[config.mk]
export PLATFORM = sky130hd
export DESIGN_NAME = lvl_gpio_bank
export DESIGN_NICKNAME = d
export VERILOG_FILES = /design/src/rtl/gpio_lvl_pkg.sv /design/src/rtl/gpio_lvl_sync.sv /design/src/rtl/gpio_lvl_irqunit.sv /design/src/rtl/gpio_lvl_regs.sv /design/src/rtl/lvl_gpio_bank.sv
export SDC_FILE = /design/constraint.sdc
export NUM_CORES = 1
export LEC_CHECK = 0
export BUFFER_PORTS_ARGS = -buffer_cell sky130_fd_sc_hd__buf_2
export CORE_MARGIN = 3
export CORE_UTILIZATION = 40
export DETAILED_ROUTE_END_ITERATION = 10
export HOLD_SLACK_MARGIN = 0.03
export PLACE_DENSITY = 0.74
export SLEW_MARGIN = 25
export SYNTH_ARGS = -nofsm -noshare
export SYNTH_HDL_FRONTEND = slang
export SYNTH_HIERARCHICAL = 1
export SYNTH_SLANG_ARGS = --single-unit
[constraint.sdc]
create_clock -name clk -period 1.3 [get_ports clk]
set_input_delay 0.26 -clock clk [delete_from_list [all_inputs] [get_ports clk]]
set_output_delay 0.26 -clock clk [all_outputs]
set_load 0.01 [all_outputs]
[src/rtl/gpio_lvl_pkg.sv]
package gpio_lvl_pkg;
  localparam int REG_COUNT   = 8;
  localparam int POL_STRIDE  = 4;
  localparam int POL_PER_REG = 8;

  typedef enum logic [2:0] {
    W_DOUT   = 3'd0,
    W_OE     = 3'd1,
    W_IN     = 3'd2,
    W_STAT   = 3'd3,
    W_POL_LO = 3'd4,
    W_EN     = 3'd5,
    W_POL_HI = 3'd6,
    W_MUX    = 3'd7
  } word_e;
endpackage

[src/rtl/gpio_lvl_sync.sv]
module gpio_lvl_sync #(
  parameter int WIDTH  = 12,
  parameter int STAGES = 2
) (
  input  logic             clk,
  input  logic             rst,
  input  logic [WIDTH-1:0] async_in,
  output logic [WIDTH-1:0] sync_out
);
  logic [WIDTH-1:0] stage_q [STAGES];

  for (genvar s = 0; s < STAGES; s++) begin : g_stage
    if (s == 0) begin : g_first
      always_ff @(posedge clk) begin
        if (rst) stage_q[0] <= '0;
        else     stage_q[0] <= async_in;
      end
    end else begin : g_next
      always_ff @(posedge clk) begin
        if (rst) stage_q[s] <= '0;
        else     stage_q[s] <= stage_q[s-1];
      end
    end
  end

  assign sync_out = stage_q[STAGES-1];
endmodule

[src/rtl/gpio_lvl_irqunit.sv]
module gpio_lvl_irqunit #(
  parameter int NPINS = 12
) (
  input  logic             clk,
  input  logic             rst,
  input  logic [NPINS-1:0] level,
  input  logic [NPINS-1:0] active_low,
  input  logic [NPINS-1:0] enable,
  input  logic [NPINS-1:0] clr,
  output logic [NPINS-1:0] status,
  output logic             irq
);
  logic [NPINS-1:0] hit;
  logic [NPINS-1:0] status_nxt;

  always_comb begin
    hit        = level ^ active_low;
    status_nxt = (status | hit) & ~clr;
  end

  always_ff @(posedge clk) begin
    if (rst) begin
      status <= '0;
      irq    <= 1'b0;
    end else begin
      status <= status_nxt;
      irq    <= |(status & enable);
    end
  end


  sticky_status_chk: assert property (@(posedge clk) disable iff (rst)
    (status != '0) |=> ((($past(status) & ~$past(clr)) & ~status) == '0));


  clear_takes_chk: assert property (@(posedge clk) disable iff (rst)
    (clr != '0) |=> ((status & $past(clr)) == '0));


  irq_rise_chk: assert property (@(posedge clk) disable iff (rst)
    ((status & enable) != '0) |=> irq);


  irq_quiet_chk: assert property (@(posedge clk) disable iff (rst)
    ((status & enable) == '0) |=> !irq);
endmodule

[src/rtl/gpio_lvl_regs.sv]
module gpio_lvl_regs
  import gpio_lvl_pkg::*;
#(
  parameter int NPINS  = 12,
  parameter int ADDR_W = 6,
  parameter int DATA_W = 32
) (
  input  logic              clk,
  input  logic              rst,
  input  logic [ADDR_W-1:0] addr,
  input  logic              wr,
  input  logic              rd,
  input  logic [DATA_W-1:0] wdata,
  output logic [DATA_W-1:0] rdata,
  input  logic [NPINS-1:0]  in_sync,
  input  logic [NPINS-1:0]  status,
  output logic [NPINS-1:0]  dout,
  output logic [NPINS-1:0]  oe,
  output logic [NPINS-1:0]  en,
  output logic [NPINS-1:0]  pol,
  output logic [NPINS-1:0]  clr
);
  localparam int IDX_W = ADDR_W - 2;

  function automatic logic [DATA_W-1:0] pol_field_mask();
    logic [DATA_W-1:0] m;
    m = '0;
    for (int i = 0; i < POL_PER_REG; i++) m[POL_STRIDE*i] = 1'b1;
    return m;
  endfunction
  localparam logic [DATA_W-1:0] POL_MASK = pol_field_mask();

  logic [IDX_W-1:0]  idx;
  logic              in_map;
  word_e             word;
  logic              wr_hit;
  logic [DATA_W-1:0] mux_q;
  logic [NPINS-1:0]  pol_nxt;
  logic [DATA_W-1:0] pol_lo_rd, pol_hi_rd;

  assign idx    = addr[ADDR_W-1:2];
  assign in_map = (idx[IDX_W-1:3] == '0);
  assign word   = word_e'(idx[2:0]);
  assign wr_hit = wr && in_map;
  assign clr    = (wr_hit && word == W_STAT) ? wdata[NPINS-1:0] : '0;

  always_comb begin
    pol_nxt   = pol;
    pol_lo_rd = '0;
    pol_hi_rd = '0;
    for (int k = 0; k < NPINS; k++) begin
      if ((k / POL_PER_REG) == 0) begin
        pol_lo_rd[POL_STRIDE*(k % POL_PER_REG)] = pol[k];
        if (wr_hit && word == W_POL_LO) pol_nxt[k] = wdata[POL_STRIDE*(k % POL_PER_REG)];
      end else begin
        pol_hi_rd[POL_STRIDE*(k % POL_PER_REG)] = pol[k];
        if (wr_hit && word == W_POL_HI) pol_nxt[k] = wdata[POL_STRIDE*(k % POL_PER_REG)];
      end
    end
  end

  always_ff @(posedge clk) begin
    if (rst) begin
      dout  <= '0;
      oe    <= '0;
      en    <= '0;
      pol   <= '0;
      mux_q <= '0;
    end else begin
      pol <= pol_nxt;
      if (wr_hit) begin
        case (word)
          W_DOUT:  dout  <= wdata[NPINS-1:0];
          W_OE:    oe    <= wdata[NPINS-1:0];
          W_EN:    en    <= wdata[NPINS-1:0];
          W_MUX:   mux_q <= wdata;
          default: ;
        endcase
      end
    end
  end

  always_ff @(posedge clk) begin
    if (rst) begin
      rdata <= '0;
    end else if (rd) begin
      if (!in_map) begin
        rdata <= '0;
      end else begin
        case (word)
          W_DOUT:   rdata <= DATA_W'(dout);
          W_OE:     rdata <= DATA_W'(oe);
          W_IN:     rdata <= DATA_W'(in_sync);
          W_STAT:   rdata <= DATA_W'(status);
          W_POL_LO: rdata <= pol_lo_rd;
          W_EN:     rdata <= DATA_W'(en);
          W_POL_HI: rdata <= pol_hi_rd;
          W_MUX:    rdata <= mux_q;
          default:  rdata <= '0;
        endcase
      end
    end
  end


  reset_clear_chk: assert property (@(posedge clk) disable iff (rst)
    $past(rst) |-> (dout == '0 && oe == '0 && en == '0 && pol == '0));


  dout_hold_chk: assert property (@(posedge clk) disable iff (rst)
    !(wr_hit && word == W_DOUT) |=> $stable(dout));


  pol_unused_zero_chk: assert property (@(posedge clk) disable iff (rst)
    (rd && in_map && (word == W_POL_LO || word == W_POL_HI)) |=> ((rdata & ~POL_MASK) == '0));


  undef_read_zero_chk: assert property (@(posedge clk) disable iff (rst)
    (rd && !in_map) |=> (rdata == '0));


  rdata_hold_chk: assert property (@(posedge clk) disable iff (rst)
    !rd |=> $stable(rdata));
endmodule

[src/rtl/lvl_gpio_bank.sv]
module lvl_gpio_bank #(
  parameter int NPINS       = 12,
  parameter int ADDR_W      = 6,
  parameter int DATA_W      = 32,
  parameter int SYNC_STAGES = 2
) (
  input  logic              clk,
  input  logic              rst,
  input  logic [ADDR_W-1:0] bus_addr,
  input  logic              bus_wr,
  input  logic              bus_rd,
  input  logic [DATA_W-1:0] bus_wdata,
  output logic [DATA_W-1:0] bus_rdata,
  input  logic [NPINS-1:0]  pin_in,
  output logic [NPINS-1:0]  pin_out,
  output logic [NPINS-1:0]  pin_oe,
  output logic              irq
);
  logic [NPINS-1:0] in_sync;
  logic [NPINS-1:0] status;
  logic [NPINS-1:0] en;
  logic [NPINS-1:0] pol;
  logic [NPINS-1:0] clr;

  gpio_lvl_sync #(
    .WIDTH  (NPINS),
    .STAGES (SYNC_STAGES)
  ) u_sync (
    .clk      (clk),
    .rst      (rst),
    .async_in (pin_in),
    .sync_out (in_sync)
  );

  gpio_lvl_regs #(
    .NPINS  (NPINS),
    .ADDR_W (ADDR_W),
    .DATA_W (DATA_W)
  ) u_regs (
    .clk     (clk),
    .rst     (rst),
    .addr    (bus_addr),
    .wr      (bus_wr),
    .rd      (bus_rd),
    .wdata   (bus_wdata),
    .rdata   (bus_rdata),
    .in_sync (in_sync),
    .status  (status),
    .dout    (pin_out),
    .oe      (pin_oe),
    .en      (en),
    .pol     (pol),
    .clr     (clr)
  );

  gpio_lvl_irqunit #(
    .NPINS (NPINS)
  ) u_irq (
    .clk        (clk),
    .rst        (rst),
    .level      (in_sync),
    .active_low (pol),
    .enable     (en),
    .clr        (clr),
    .status     (status),
    .irq        (irq)
  );
endmodule

==> metrics.md <==
| Metric | Value |
|---|---|
| Yosys top cell by area | sky130_fd_sc_hd__dfxtp_1 |
| Headroom to the max-slew limit | 69.7% |
| Highest ir drop seen on vdd | around 1100 uV |
| Combined global-route utilization of all metal layers | 18.9% |
| Die X | 128 um |
| Clock root buffer | sky130_fd_sc_hd__clkbuf_16 |
| Max-cap check violation count | 0 |
| Flip-flop and latch count after synthesis | 149 |
| Final clock period utilization by the worst path | 93.0% |
| Max stage delay on crit path | 0.40 ns |
| Antenna Diode Count | 0 |
| Placer's final routability congestion estimate | 0.868 |
| Unrepaired setup endpoints after global routing | no |
| Post-layout instance count excluding filler cells | 973 |
| Kind of end point of the critical path | flip-flop |
| Layout Cell Area excl Fill | 7590 um2 |
| CTS tree | built |
| Mean instance size in the synthesized netlist | 9.22 um2 |
| # hold bufs at CTS | 0 |
| Endpoint arrival time on the critical path | 1.52 ns |
| Post-Place Cells | 941 |
| Final hold violations | 0 |
| Total detailed-routing wirelength | 15.4 mm |
| Total overflow reported by the global router | 0 |
| Top Usage Layer GRT | met2 |
| Largest clock skew in the final design | 0.00698 ns |
| Die footprint | around 17000 um2 |
| Deepest level of the CTS H-tree | 4 |
| Clk slew on worst S/H paths | 0.06 ns |
| Initial antenna violation count | 0 |
| Global routing met2 resource utilization | approximately 30% |
| Vertical die dimension | ~130 um |
| Type of the worst min-delay path | in2reg |
| Final worst path period need | 1.21 ns |
| Cell Area, Placed | around 7000 um2 |
| Critical Path Start Type | flip-flop |
| DRT Pass-1 Iters | 5 |
| Total clock sinks | 149 |
| Number of failing setup endpoints in the final timing report | 0 |
| Util after Layout | a little over half |
| Crit path kind | reg2reg |
| Worst path required time | 1.61 ns |
| Number of CTS-inserted buffers | 17 |
| Number of max-slew violations in the final report | 0 |
| Grt met3 use | 5.02% |
| Wirelength per Cell | approximately 16 um |
| Portion of the post-synthesis area used by sequential elements | 49.7% |
| Number of buffer and inverter stages on the critical path | 1 |
| Via count | 4968 |
| Total DRC errors in the routed layout | 0 |
| Share of layout cells above drive strength 1 | 27.6% |
| Yosys top cell area share | 49.7% |
| # rows | 44 |
| Library cells used by synthesis | 37 |
| Post-detailed-route via-to-cell ratio | 5.11 |
| Number of global-route vias before repair | approximately 4800 |
| Fill count | approximately 1300 |
| CP top delay family | compound AO/OA/AOI/OAI gates |
| Largest net degree at the start of global routing | 60 |
| Starting utilization of the core area | roughly two fifths |
| Largest fanout of any net on the critical path | 3 |
| Worst-margin pin slew | 0.454 ns |
| Number of instances resized during post-cts repair | 0 |
| CP dominant cell by count | sky130_fd_sc_hd__a221oi_1 |
| Core ar. | between 10000 and 15000 um2 |
| Relative area change from synthesis to final layout | 26.5% |
| Insertion delay of the later-clocked pin in the worst-skew pair | 0.42 ns |
| Combined area of all synthesized cells | 6000 um2 |
| Detailed placement HPWL | 10.6 mm |
| Number of warning messages in the yosys log | 6 |
| Count of buffers added by post-CTS timing repair for setup | 0 |
| Top achievable clock speed | slightly above 0.8 GHz |
| Result of the run | completed |
| # port buffers | 108 |
| Residual antenna-violating net count after detailed routing | 0 |
| Net total in the final layout | 830 |
| Power density cells | roughly 1400 nW/um2 |
| CP max stage cell | sky130_fd_sc_hd__dfxtp_1 |
| Largest cells by area after synthesis | sky130_fd_sc_hd__dfxtp_1 (50%), sky130_fd_sc_hd__mux2i_1 (8.5%), sky130_fd_sc_hd__nor2_1 (5.4%) |
| Leakage power | 3.28 nW |
| Number of cells produced by synthesis | 651 |
| Wire length of the first global-routing pass | 24.5 mm |
| Met1 Usage GRT | 23.9% |
| # IOs | 111 |
| Maximum buffer depth of the clock tree | 2 |
| List of cells traversed by the critical path | inv_1 -> a221oi_1 -> a21oi_1 -> a221oi_1 |
| Post-Syn Nets | 705 |
| Iteration-0 DRC Markers | 324 |
final timing paths:
| kind | startpoint | end | slack (ns) | cells past startpoint |
|---|---|---|---|---|
| worst max register to register | u_regs/pol[2] | u_regs/rdata[8] | 0.09 | 4 |
| worst min-delay path | pin_in[11] | u_sync/stage_q[0][11] | 0.05 | 2 |
| worst min register to register | u_sync/stage_q[0][9] | u_sync/stage_q[1][9] | 0.43 | 1 |
| worst max-delay path | u_regs/pol[2] | u_regs/rdata[8] | 0.09 | 4 |
report_power, final:
group          leakage [nW]  internal [mW]  switching [mW]
clock network         0.284           2.80            2.01
logic                  1.79          0.319           0.392
registers              1.21           4.66          0.0692
total                  3.28           7.78            2.48
cells in the final DEF, fill, tap and decap left out, types with 2 or more instances in the layout:
| cell | synthesis | final |
|---|---|---|
| sky130_fd_sc_hd__dfxtp_1 | 149 | 149 |
| sky130_fd_sc_hd__buf_2 | 11 | 107 |
| sky130_fd_sc_hd__nor2_1 | 87 | 86 |
| sky130_fd_sc_hd__nand2_1 | 78 | 78 |
| sky130_fd_sc_hd__mux2i_1 | 51 | 51 |
| sky130_fd_sc_hd__a21oi_1 | 37 | 37 |
| sky130_fd_sc_hd__buf_4 | 3 | 35 |
| sky130_fd_sc_hd__a22oi_1 | 29 | 29 |
| sky130_fd_sc_hd__o21ai_0 | 24 | 24 |
| sky130_fd_sc_hd__a22o_1 | 19 | 19 |
| sky130_fd_sc_hd__clkbuf_16 | 0 | 17 |
| sky130_fd_sc_hd__nor2b_1 | 16 | 16 |
| sky130_fd_sc_hd__and2_1 | 15 | 15 |
| sky130_fd_sc_hd__nor2b_2 | 14 | 14 |
| sky130_fd_sc_hd__nor3_1 | 13 | 13 |
| sky130_fd_sc_hd__inv_1 | 13 | 13 |
| sky130_fd_sc_hd__xor2_1 | 12 | 12 |
| sky130_fd_sc_hd__buf_12 | 0 | 10 |
| sky130_fd_sc_hd__mux2_2 | 10 | 10 |
| sky130_fd_sc_hd__o22ai_1 | 9 | 9 |
| sky130_fd_sc_hd__inv_6 | 0 | 7 |
| sky130_fd_sc_hd__nand2b_1 | 4 | 4 |
| sky130_fd_sc_hd__a221oi_1 | 4 | 4 |
| sky130_fd_sc_hd__and2b_1 | 4 | 4 |
| sky130_fd_sc_hd__a221oi_2 | 3 | 3 |
| sky130_fd_sc_hd__clkinv_4 | 0 | 2 |
| sky130_fd_sc_hd__clkinvlp_4 | 0 | 2 |
| sky130_fd_sc_hd__clkbuf_8 | 0 | 2 |
| sky130_fd_sc_hd__and4b_1 | 2 | 2 |
| sky130_fd_sc_hd__nor3_2 | 2 | 2 |
sequential cells by signal, indices dropped and copies added, names as in the netlist:
signal,count
u_regs/dout,12
u_regs/oe,12
u_sync/stage_q,24
u_irq/status,12
u_irq/irq,1
u_regs/rdata,32
u_regs/pol,12
u_regs/mux_q,32
u_regs/en,12
routing by layer:
layer / vias to the layer above / wire, um
met1: 2294 / 6780
met5: - / 0
met4: 0 / 547
met3: 39 / 957
li1: 2472 / -
met2: 163 / 7140
through the flow:
stage	total power, mW	hold WS [ns]	TNS, ns	worst slack (ns)
global placement	5.53	0.418	-12.04	-0.227
finish	10.3	0.0479	0	0.0910
global route	10.6	0.0367	0	0.0385
floorplan	5.21	0.337	-0.361	-0.0452
detailed placement	5.53	0.418	-13.07	-0.210
CTS	10.3	0.0360	0	0.0765
cells by family (layout without fill, tap and decap cells):
family	Yosys count	after routing	synth area share (%)
buffers and inverters	59	197	4.73
AND/OR/NAND/NOR	242	242	19.1
multiplexers	62	62	10.8
XOR/XNOR	12	12	1.75
flip-flops	149	149	49.7
AO/OA/AOI/OAI	127	127	14.0
cell usage after synthesis:
| cell | n |
|---|---|
| sky130_fd_sc_hd__o21ai_0 | 24 |
| sky130_fd_sc_hd__buf_4 | 3 |
| sky130_fd_sc_hd__and3b_1 | 1 |
| sky130_fd_sc_hd__nand2_1 | 78 |
| sky130_fd_sc_hd__or2_2 | 1 |
| sky130_fd_sc_hd__a221oi_1 | 4 |
| sky130_fd_sc_hd__xor2_1 | 12 |
| sky130_fd_sc_hd__mux2_2 | 10 |
| sky130_fd_sc_hd__a221oi_2 | 3 |
| sky130_fd_sc_hd__nor2_1 | 87 |
| sky130_fd_sc_hd__a22oi_1 | 29 |
| sky130_fd_sc_hd__mux2i_1 | 51 |
| sky130_fd_sc_hd__nor2b_1 | 16 |
| sky130_fd_sc_hd__nor3_1 | 13 |
| sky130_fd_sc_hd__nand2b_1 | 4 |
| sky130_fd_sc_hd__nor2b_2 | 14 |
| sky130_fd_sc_hd__dfxtp_1 | 149 |
| sky130_fd_sc_hd__a31oi_1 | 1 |
| sky130_fd_sc_hd__clkbuf_1 | 25 |
| sky130_fd_sc_hd__or4_1 | 1 |
| sky130_fd_sc_hd__inv_1 | 13 |
| sky130_fd_sc_hd__mux4_2 | 1 |
| sky130_fd_sc_hd__nand2_2 | 1 |
| sky130_fd_sc_hd__and4b_1 | 2 |
| sky130_fd_sc_hd__buf_1 | 2 |
| sky130_fd_sc_hd__a21oi_1 | 37 |
| sky130_fd_sc_hd__nor3_2 | 2 |
| sky130_fd_sc_hd__nand4_1 | 1 |
| sky130_fd_sc_hd__o22ai_1 | 9 |
| sky130_fd_sc_hd__buf_2 | 11 |
| sky130_fd_sc_hd__nand3_1 | 1 |
| sky130_fd_sc_hd__a22o_1 | 19 |
| sky130_fd_sc_hd__and2b_1 | 4 |
| sky130_fd_sc_hd__nor3b_1 | 1 |
| sky130_fd_sc_hd__and2_1 | 15 |
| sky130_fd_sc_hd__buf_6 | 5 |
| sky130_fd_sc_hd__a211oi_1 | 1 |
area by class of cell:
| cell class | instances | area (um2) | share of cell area [%] |
|---|---|---|---|
| flip-flops and latches | 149 | 2980 | 39.3 |
| multi-input cells | 443 | 2740 | 36.1 |
| repair buffers | 152 | 998 | 13.2 |
| clock buffers | 19 | 453 | 5.97 |
| well taps | 184 | 230 | 3.03 |
| clock inverters | 13 | 135 | 1.78 |
| inverters | 13 | 48.8 | 0.643 |
No activity file was read; power rests on OpenSTA's default activity.
